## config.mk

```make
export PLATFORM = sky130hd
export DESIGN_NAME = ram_arb_top
export DESIGN_NICKNAME = d
export VERILOG_FILES = /design/src/rtl/ram_arb_pkg.sv /design/src/rtl/ram_arb_prio_pick.sv /design/src/rtl/ram_arb_side_pick.sv /design/src/rtl/ram_arb_rd_track.sv /design/src/rtl/ram_arb_top.sv
export SDC_FILE = /design/constraint.sdc
export NUM_CORES = 1
export LEC_CHECK = 0
export BUFFER_PORTS_ARGS = -buffer_cell sky130_fd_sc_hd__buf_2
export CAP_MARGIN = 20
export CORE_AREA = 2 2 181 183
export CTS_BUF_LIST = sky130_fd_sc_hd__clkbuf_8 sky130_fd_sc_hd__clkbuf_16
export DETAILED_ROUTE_END_ITERATION = 16
export DIE_AREA = 0 0 183 185
export GPL_TIMING_DRIVEN = 0
export HOLD_SLACK_MARGIN = 0.1
export PLACE_DENSITY = 0.42
export REMOVE_ABC_BUFFERS = 1
export SYNTH_ARGS = -nofsm -noshare
export SYNTH_HDL_FRONTEND = slang
export SYNTH_HIERARCHICAL = 1
export SYNTH_SLANG_ARGS = --single-unit
```

## constraint.sdc

```tcl
create_clock -name clk -period 2.4 [get_ports clk]
set_input_delay 0.24 -clock clk [delete_from_list [all_inputs] [get_ports clk]]
set_output_delay 0.24 -clock clk [all_outputs]
set_load 0.01 [all_outputs]
```

## src/rtl/ram_arb_pkg.sv

```systemverilog
package ram_arb_pkg;

    // Main-bus master indices; the index is also the arbitration rank.
    typedef enum logic [1:0] {
        MST_DEBUG  = 2'd0,
        MST_SDEBUG = 2'd1,
        MST_DMA    = 2'd2,
        MST_CPU    = 2'd3
    } main_id_e;

    localparam int unsigned MAIN_COUNT = 4;
    localparam int unsigned SIDE_COUNT = 2;
    localparam int unsigned ADDR_BITS  = 16;
    localparam int unsigned DATA_BITS  = 32;
    localparam int unsigned WIN_SHIFT  = 14;   // 16-Kbyte windows

    // One RAM access as presented to a port.
    typedef struct packed {
        logic                 en;
        logic                 we;
        logic [ADDR_BITS-1:0] addr;
        logic [DATA_BITS-1:0] wdata;
    } ram_req_t;

    // True when two addresses fall in the same 16-Kbyte window.
    function automatic logic same_window(input logic [31:0] a, input logic [31:0] b);
        return (a >> WIN_SHIFT) == (b >> WIN_SHIFT);
    endfunction

endpackage

```

## src/rtl/ram_arb_prio_pick.sv

```systemverilog
module ram_arb_prio_pick #(
    parameter int unsigned N = 4
) (
    input  logic         clk,
    input  logic         rst,
    input  logic [N-1:0] req,
    output logic [N-1:0] gnt
);
    logic [N:0] taken;
    assign taken[0] = 1'b0;

    for (genvar i = 0; i < N; i++) begin : g_rank
        assign gnt[i]       = req[i] & ~taken[i];
        assign taken[i + 1] = taken[i] | req[i];
    end

    p_onehot_r1: assert property (@(posedge clk) disable iff (rst)
        $onehot0(gnt));
    p_gnt_needs_req_r2: assert property (@(posedge clk) disable iff (rst)
        (gnt & ~req) == '0);
    p_work_conserving_r1: assert property (@(posedge clk) disable iff (rst)
        (|req) |-> (|gnt));
endmodule

```

## src/rtl/ram_arb_side_pick.sv

```systemverilog
module ram_arb_side_pick
    import ram_arb_pkg::*;
#(
    parameter int unsigned NS = SIDE_COUNT,
    parameter int unsigned AW = ADDR_BITS
) (
    input  logic                  clk,
    input  logic                  rst,
    input  logic [NS-1:0]         s_req,
    input  logic [NS-1:0][AW-1:0] s_addr,
    input  logic                  main_busy,
    input  logic [AW-1:0]         main_addr,
    output logic [NS-1:0]         s_gnt
);
    logic [NS-1:0] clash;
    logic [NS-1:0] eligible;

    for (genvar j = 0; j < NS; j++) begin : g_clash
        assign clash[j]    = main_busy & same_window(32'(s_addr[j]), 32'(main_addr));
        assign eligible[j] = s_req[j] & ~clash[j];
    end

    ram_arb_prio_pick #(.N(NS)) u_pick (
        .clk (clk),
        .rst (rst),
        .req (eligible),
        .gnt (s_gnt)
    );

    p_clash_stalls_r5: assert property (@(posedge clk) disable iff (rst)
        (s_gnt & clash) == '0);
endmodule

```

## src/rtl/ram_arb_rd_track.sv

```systemverilog
module ram_arb_rd_track #(
    parameter int unsigned NM = 4
) (
    input  logic          clk,
    input  logic          rst,
    input  logic [NM-1:0] rd_gnt,
    output logic [NM-1:0] rvalid
);
    always_ff @(posedge clk) begin
        if (rst) rvalid <= '0;
        else     rvalid <= rd_gnt;
    end

    p_rvalid_onehot_r8: assert property (@(posedge clk) disable iff (rst)
        $onehot0(rvalid));
endmodule

```

## src/rtl/ram_arb_top.sv

```systemverilog
module ram_arb_top
    import ram_arb_pkg::*;
#(
    parameter int unsigned NM = MAIN_COUNT,
    parameter int unsigned NS = SIDE_COUNT,
    parameter int unsigned AW = ADDR_BITS,
    parameter int unsigned DW = DATA_BITS
) (
    input  logic                  clk,
    input  logic                  rst,
    input  logic [NM-1:0]         m_req,
    input  logic [NM-1:0]         m_we,
    input  logic [NM-1:0][AW-1:0] m_addr,
    input  logic [NM-1:0][DW-1:0] m_wdata,
    output logic [NM-1:0]         m_gnt,
    output logic [NM-1:0]         m_rvalid,
    output logic [DW-1:0]         m_rdata,
    input  logic [NS-1:0]         s_req,
    input  logic [NS-1:0][AW-1:0] s_addr,
    input  logic [NS-1:0][DW-1:0] s_wdata,
    output logic [NS-1:0]         s_gnt,
    output logic                  ram_m_en,
    output logic                  ram_m_we,
    output logic [AW-1:0]         ram_m_addr,
    output logic [DW-1:0]         ram_m_wdata,
    input  logic [DW-1:0]         ram_m_rdata,
    output logic                  ram_s_en,
    output logic [AW-1:0]         ram_s_addr,
    output logic [DW-1:0]         ram_s_wdata
);
    logic [NM-1:0] m_req_live;
    logic [NS-1:0] s_req_live;

    assign m_req_live = m_req & {NM{~rst}};
    assign s_req_live = s_req & {NS{~rst}};

    // Main-bus winner.
    ram_arb_prio_pick #(.N(NM)) u_main_pick (
        .clk (clk),
        .rst (rst),
        .req (m_req_live),
        .gnt (m_gnt)
    );

    // Main port mux (one-hot select).
    always_comb begin
        ram_m_en    = |m_gnt;
        ram_m_we    = 1'b0;
        ram_m_addr  = '0;
        ram_m_wdata = '0;
        for (int i = 0; i < NM; i++) begin
            if (m_gnt[i]) begin
                ram_m_we    = ram_m_we    | m_we[i];
                ram_m_addr  = ram_m_addr  | m_addr[i];
                ram_m_wdata = ram_m_wdata | m_wdata[i];
            end
        end
    end

    // Side path, aware of the main winner's window.
    ram_arb_side_pick #(.NS(NS), .AW(AW)) u_side_pick (
        .clk       (clk),
        .rst       (rst),
        .s_req     (s_req_live),
        .s_addr    (s_addr),
        .main_busy (ram_m_en),
        .main_addr (ram_m_addr),
        .s_gnt     (s_gnt)
    );

    always_comb begin
        ram_s_en    = |s_gnt;
        ram_s_addr  = '0;
        ram_s_wdata = '0;
        for (int j = 0; j < NS; j++) begin
            if (s_gnt[j]) begin
                ram_s_addr  = ram_s_addr  | s_addr[j];
                ram_s_wdata = ram_s_wdata | s_wdata[j];
            end
        end
    end

    // Read return.
    ram_arb_rd_track #(.NM(NM)) u_rd_track (
        .clk    (clk),
        .rst    (rst),
        .rd_gnt (m_gnt & ~m_we),
        .rvalid (m_rvalid)
    );
    assign m_rdata = ram_m_rdata;

    p_ports_disjoint_r5: assert property (@(posedge clk) disable iff (rst)
        (ram_m_en && ram_s_en) |-> !same_window(32'(ram_m_addr), 32'(ram_s_addr)));
    p_read_returns_r8: assert property (@(posedge clk) disable iff (rst)
        (ram_m_en && !ram_m_we) |=> ($countones(m_rvalid) == 1));
    p_write_silent_r8: assert property (@(posedge clk) disable iff (rst)
        (!ram_m_en || ram_m_we) |=> (m_rvalid == '0));
    p_side_one_r7: assert property (@(posedge clk) disable iff (rst)
        $onehot0(s_gnt));
    p_reset_quiet_r9: assert property (@(posedge clk)
        rst |-> (!ram_m_en && !ram_s_en));
endmodule

```

---- Word level (Yosys, flattened, before mapping) ----
Cells that the tools add are included.
word-level totals
  bits in registers ....................... 4
cells by class
  equality and inequality tests ........... 2
  muxes and demuxes ....................... 16
  bitwise gates (word level) .............. 32
  reduce and logical (&&, ||, !) cells .... 2
operators with widths
  kind                 number
  two-way mux 32 bit   6
  OR 32 bit            4
  two-way mux 16 bit   6
  OR 16 bit            4
  AND 1 bit            8
  AND 4 bit            2
  inverter 1 bit       7
  OR 1 bit             5
  equality test 2 bit  2
  two-way mux 1 bit    4
  inverter 4 bit       1
  OR reduction 4 bit   1
  AND 2 bit            1
  OR reduction 2 bit   1

---- Logic depth before layout (Yosys ltp) ----
  word-level depth ........................ 16
  gate-level depth with buffers ........... 12

---- Hierarchy ----
The synthesis kept the hierarchy.
modules (own cells, without submodules)
  module                                   times used  cells an instance  area each (µm²)  seq. area each (µm²)
  ram_arb_top                              1           273                1818.0           0.0
  ram_arb_rd_track                         1           8                  105.1            80.1
  ram_arb_side_pick                        1           8                  55.1             0.0
  ram_arb_prio_pick at u_main_pick         1           4                  36.3             0.0
  ram_arb_prio_pick at u_side_pick.u_pick  1           2                  21.3             0.0

---- Worst setup path after synthesis ----
No wires, ideal clock.
  path type ............................... input to output
  start ................................... in m_req[2]
  end ..................................... out ram_s_addr[10]
  arrival time ............................ 2.599 ns
  path slack .............................. -0.439 ns
  stages .................................. 12
  buffers on the path ..................... 5
  cell sequence ........................... nor2b_1 nor3b_1 clkbuf_1 buf_2 a22oi_1 nand2_1 xnor2_1 a31oi_1 buf_4 buf_2 buf_2 a22o_1
on the way
  longest elaborated chain between the ends .. 12
  elaborated cells on any way between the ends .. 22
  classes of those cells .................. 2 x eq/ne; 4 x mux; 15 x bitwise; 1 x reduce/logical
RTL lines
  item                                                  line                                        RTL
  start, declared                                       ram_arb_top.sv:11                           input logic [NM-1:0] m_req,
  AND 4 bit *                                           ram_arb_top.sv:34                           assign m_req_live = m_req & {NM{~rst}};
  AND 1 bit *                                           ram_arb_prio_pick.sv:13                     assign gnt[i] = req[i] & ~taken[i];
  net m_gnt[2]                                          ram_arb_top.sv:15                           output logic [NM-1:0] m_gnt,
  two-way mux 16 bit *                                  ram_arb_top.sv:52                           if (m_gnt[i]) begin
  OR 16 bit                                             ram_arb_top.sv:54                           ram_m_addr = ram_m_addr | m_addr[i];
  two-way mux 16 bit *                                  ram_arb_top.sv:52
  net ram_m_addr[14]                                    ram_arb_top.sv:24                           output logic [AW-1:0] ram_m_addr,
  equality test 2 bit *                                 ram_arb_pkg.sv:27                           return (a >> WIN_SHIFT) == (b >> WIN_SHIFT);
  AND 1 bit *                                           ram_arb_side_pick.sv:19                     assign clash[j] = main_busy & same_window(32'(s_addr[j]), 32'(main_addr));
  inverter 1 bit *                                      ram_arb_side_pick.sv:20                     assign eligible[j] = s_req[j] & ~clash[j];
  AND 1 bit *                                           ram_arb_side_pick.sv:20
  net u_side_pick.eligible[0]                           ram_arb_side_pick.sv:16                     logic [NS-1:0] eligible;
  two-way mux 16 bit or inverter 1 bit (tied branches)  ram_arb_top.sv:76, ram_arb_prio_pick.sv:13
  OR 16 bit or AND 1 bit (tied branches)                ram_arb_top.sv:77, ram_arb_prio_pick.sv:13
  two-way mux 16 bit *                                  ram_arb_top.sv:76                           if (s_gnt[j]) begin
  end, declared                                         ram_arb_top.sv:28                           output logic [AW-1:0] ram_s_addr,
The timed path passes the listed nets; every way through them passes the cells marked *.

---- Worst setup path in the final report ----
  start ................................... in rst
  end ..................................... out ram_s_wdata[5]
on the way
  longest elaborated chain between the ends .. 16
  elaborated cells on any way between the ends .. 32
  classes of those cells .................. 2 x eq/ne; 6 x mux; 23 x bitwise; 1 x reduce/logical
RTL lines
  item                                                  line                                        RTL
  start, declared                                       ram_arb_top.sv:10                           input logic rst,
  inverter 1 bit *                                      ram_arb_top.sv:34, ram_arb_top.sv:35
  AND 4 bit                                             ram_arb_top.sv:34
  two-way mux 16 bit or inverter 1 bit (tied branches)  ram_arb_top.sv:52, ram_arb_prio_pick.sv:13
  OR 16 bit or AND 1 bit (tied branches)                ram_arb_top.sv:54, ram_arb_prio_pick.sv:13
  two-way mux 16 bit                                    ram_arb_top.sv:52
  OR 16 bit                                             ram_arb_top.sv:54
  two-way mux 16 bit                                    ram_arb_top.sv:52
  OR 16 bit                                             ram_arb_top.sv:54
  two-way mux 16 bit                                    ram_arb_top.sv:52
  equality test 2 bit                                   ram_arb_pkg.sv:27
  AND 1 bit                                             ram_arb_side_pick.sv:19
  inverter 1 bit                                        ram_arb_side_pick.sv:20
  AND 1 bit                                             ram_arb_side_pick.sv:20
  two-way mux 32 bit or inverter 1 bit (tied branches)  ram_arb_top.sv:76, ram_arb_prio_pick.sv:13
  OR 32 bit or AND 1 bit (tied branches)                ram_arb_top.sv:78, ram_arb_prio_pick.sv:13
  two-way mux 32 bit *                                  ram_arb_top.sv:76
  end, declared                                         ram_arb_top.sv:29                           output logic [DW-1:0] ram_s_wdata
Mark *: on every way between the ends. The rest lies on a longest branch, timed or not.

==> results.toml <==
[final_layout]
fin_area_um2 = 5200
top_regs = "u_rd_track/rvalid (4)"
syn_to_final_growth_pct = 156
drive_gt1_share_pct = 70.4
num_antenna_cells = 0
stdcell_count = 1100
regMostFlops = "u_rd_track/rvalid"
final_util_pct = 16.2
largest_reg_flops = 4
fin_nets = 1026

[global_routing]
grt_antenna_before_repair = 3
grt_first_pass_wirelength_um = 24800
first_global_vias = 3764
grtUsageTotal_pct = 9.96
grt_max_degree = 38
overflow = 0

[synthesis]
syn_avg_cell_area_um2 = 6.90
synth_top_area_cell = "a22oi_1"
synthMostInstantiatedCell = "a22oi_1"
async_reset_ff_share_pct = 0
synth_area_leaders = "a22oi_1, a22o_1, buf_4"
synth_top_area_share_pct = 36.1
ys_seq_area_share_pct = 3.93
synth_ff_type = "dfxtp_1"
synth_common_cells = "a22oi_1, nand2_1, a22o_1, buf_4, buf_2"
yosysWarningCount = 6
synth_cell_types = 16
synth_area_um2 = 2040
ys_ff_latch = 4
synth_edf_count = 0
synthCells = 295

[critical_path]
worstPathRequired_ns = 2.16
crit_slowest_cell = "or4_4"
worstSetupStartpointType = "input pin"
cp_num_buf_inv = 6
cp_num_cells = 12
cp_data_arrival_time_ns = 2.47
crit_chain = "buf_12, nor2b_4, buf_4, nor3b_4, buf_6, or4_4, a31oi_4, buf_12, nor2b_4, buf_6, a22o_1, buf_2"
worstSetupPathType = "input pin to primary output"
cp_max_fo = 8
slowest_delay_ns = 0.58
endpoint_kind = "primary output"
critical-path-top-delay-family = "buffers and inverters"

[sta]
rsz0062_at_grt = "yes"
slew_headroom_pct = 76.7
finalWorstSetupSlack_ns = -0.306
fmax_mhz = 370
fin_crit_sh_pct = 113
holdWs_ns = 0.305
worst_slew_pin_slew_ns = 0.350
slew_viol_final = 0
setup_violations = 50
period_needed_ns = 2.71
hold_violations = 0

[placed_design]
place_inst = 1053
pre_cts_ws_ns = -2.47
routabilityCongestion = 0.724
dpl_cell_area_um2 = 4370
hpwl_um = 14100
io_buffers = 408

[routing]
drtIter0Drc = 236
drt.antenna.violating_nets = 0
drc = 0
num_vias = 4140
wl_per_cell_um = 17.7
viasPerCell = 3.76
totalWireLength_um = 19400
drt_pass1_iterations = 5

[status]
outcome = "finished, violations left"
violations = "setup timing"

[clock_network]
holdBufCountCts = 0
cts.clk_slew.worst_paths_ns = 0.03
clock_sinks = 4
cts.htree.levels = 1
cts_made_buffers = 3
clockRootBuffer = "clkbuf_16"
clockBufferDepth = 2
cts_tree = "done"

[die]
die_w_um = 183
core_area_um2 = 32000
start_util_pct = 6.35
die-area_um2 = 33900
dieHeight_um = 185
rows = 66
io_pins = 473

[power]
power_density_nw_per_um2 = 271
peakVddDrop_mv = 0.270
leakage_nw = 2.85

[flow_run]
drv_cap = 0

[worst_hold_path]
hold_depth = 3
min_path_type = "input pin to flop"
cell type report:
cell class / count / area, µm²
timing repair buffer: 458 / 2740
fill: 3668 / 26800
multi-input combinational: 225 / 1790
clock buffer: 3 / 75.1
sequential: 4 / 80.1
inverter: 2 / 7.51
tap: 408 / 510
what timing repair did:
| item | in CTS | in global routing |
|---|---|---|
| cloned | 8 | 1 |
| gates resized for setup | 49 | 9 |
| setup buffers | 35 | 6 |
| setup endpoints to repair | 91 | 51 |
| pin swaps | 53 | 10 |
placed cells by master (no fill, tap or decap), types with 4 or more instances in the layout:
master,netlist,layout
buf_6,0,17
nor2b_1,15,11
buf_12,0,9
a22o_1,48,46
nand2_1,49,47
nor2b_4,1,8
a22oi_1,98,95
clkbuf_16,0,5
buf_4,34,21
dfxtp_1,4,4
buf_2,24,404
layer usage:
| metal | track usage (%) | routed length, µm |
|---|---|---|
| met5 | 3.26 | 142 |
| met4 | 0.480 | 31 |
| met1 | 14.2 | 8580 |
| met2 | 14.7 | 8670 |
| met3 | 3.60 | 2000 |
report_power, final:
| part | internal, W | switching [W] |
|---|---|---|
| Combinational | 0.000571 | 0.000509 |
| Sequential | 0.0000685 | 0.000000337 |
| Clock | 0.000213 | 0.0000471 |
| Total | 0.000853 | 0.000557 |
logic make-up (layout without fill, tap and decap cells):
logic type,Yosys count,in the layout,synth area share (%)
buf+inv,70,463,20.7
simple gates,69,72,16.3
flops,4,4,3.93
compound gates,148,149,57.4
xor+xnor,4,4,1.72
per-stage QoR:
step	power, W	setup TNS, ns
2_1_floorplan	0.000422	-426.05
3_3_place_gp	0.000922	-1127.51
3_5_place_dp	0.000934	-126.78
4_1_cts	0.00139	-14.44
5_1_grt	0.00150	-15.15
6_report	0.00141	-11.33
final timing paths:
kind	start	to	slack, ns
min	m_we[3]	u_rd_track/rvalid[3]	0.31
max	rst	ram_s_wdata[5]	-0.31
(Power assumes the default switching activity.)
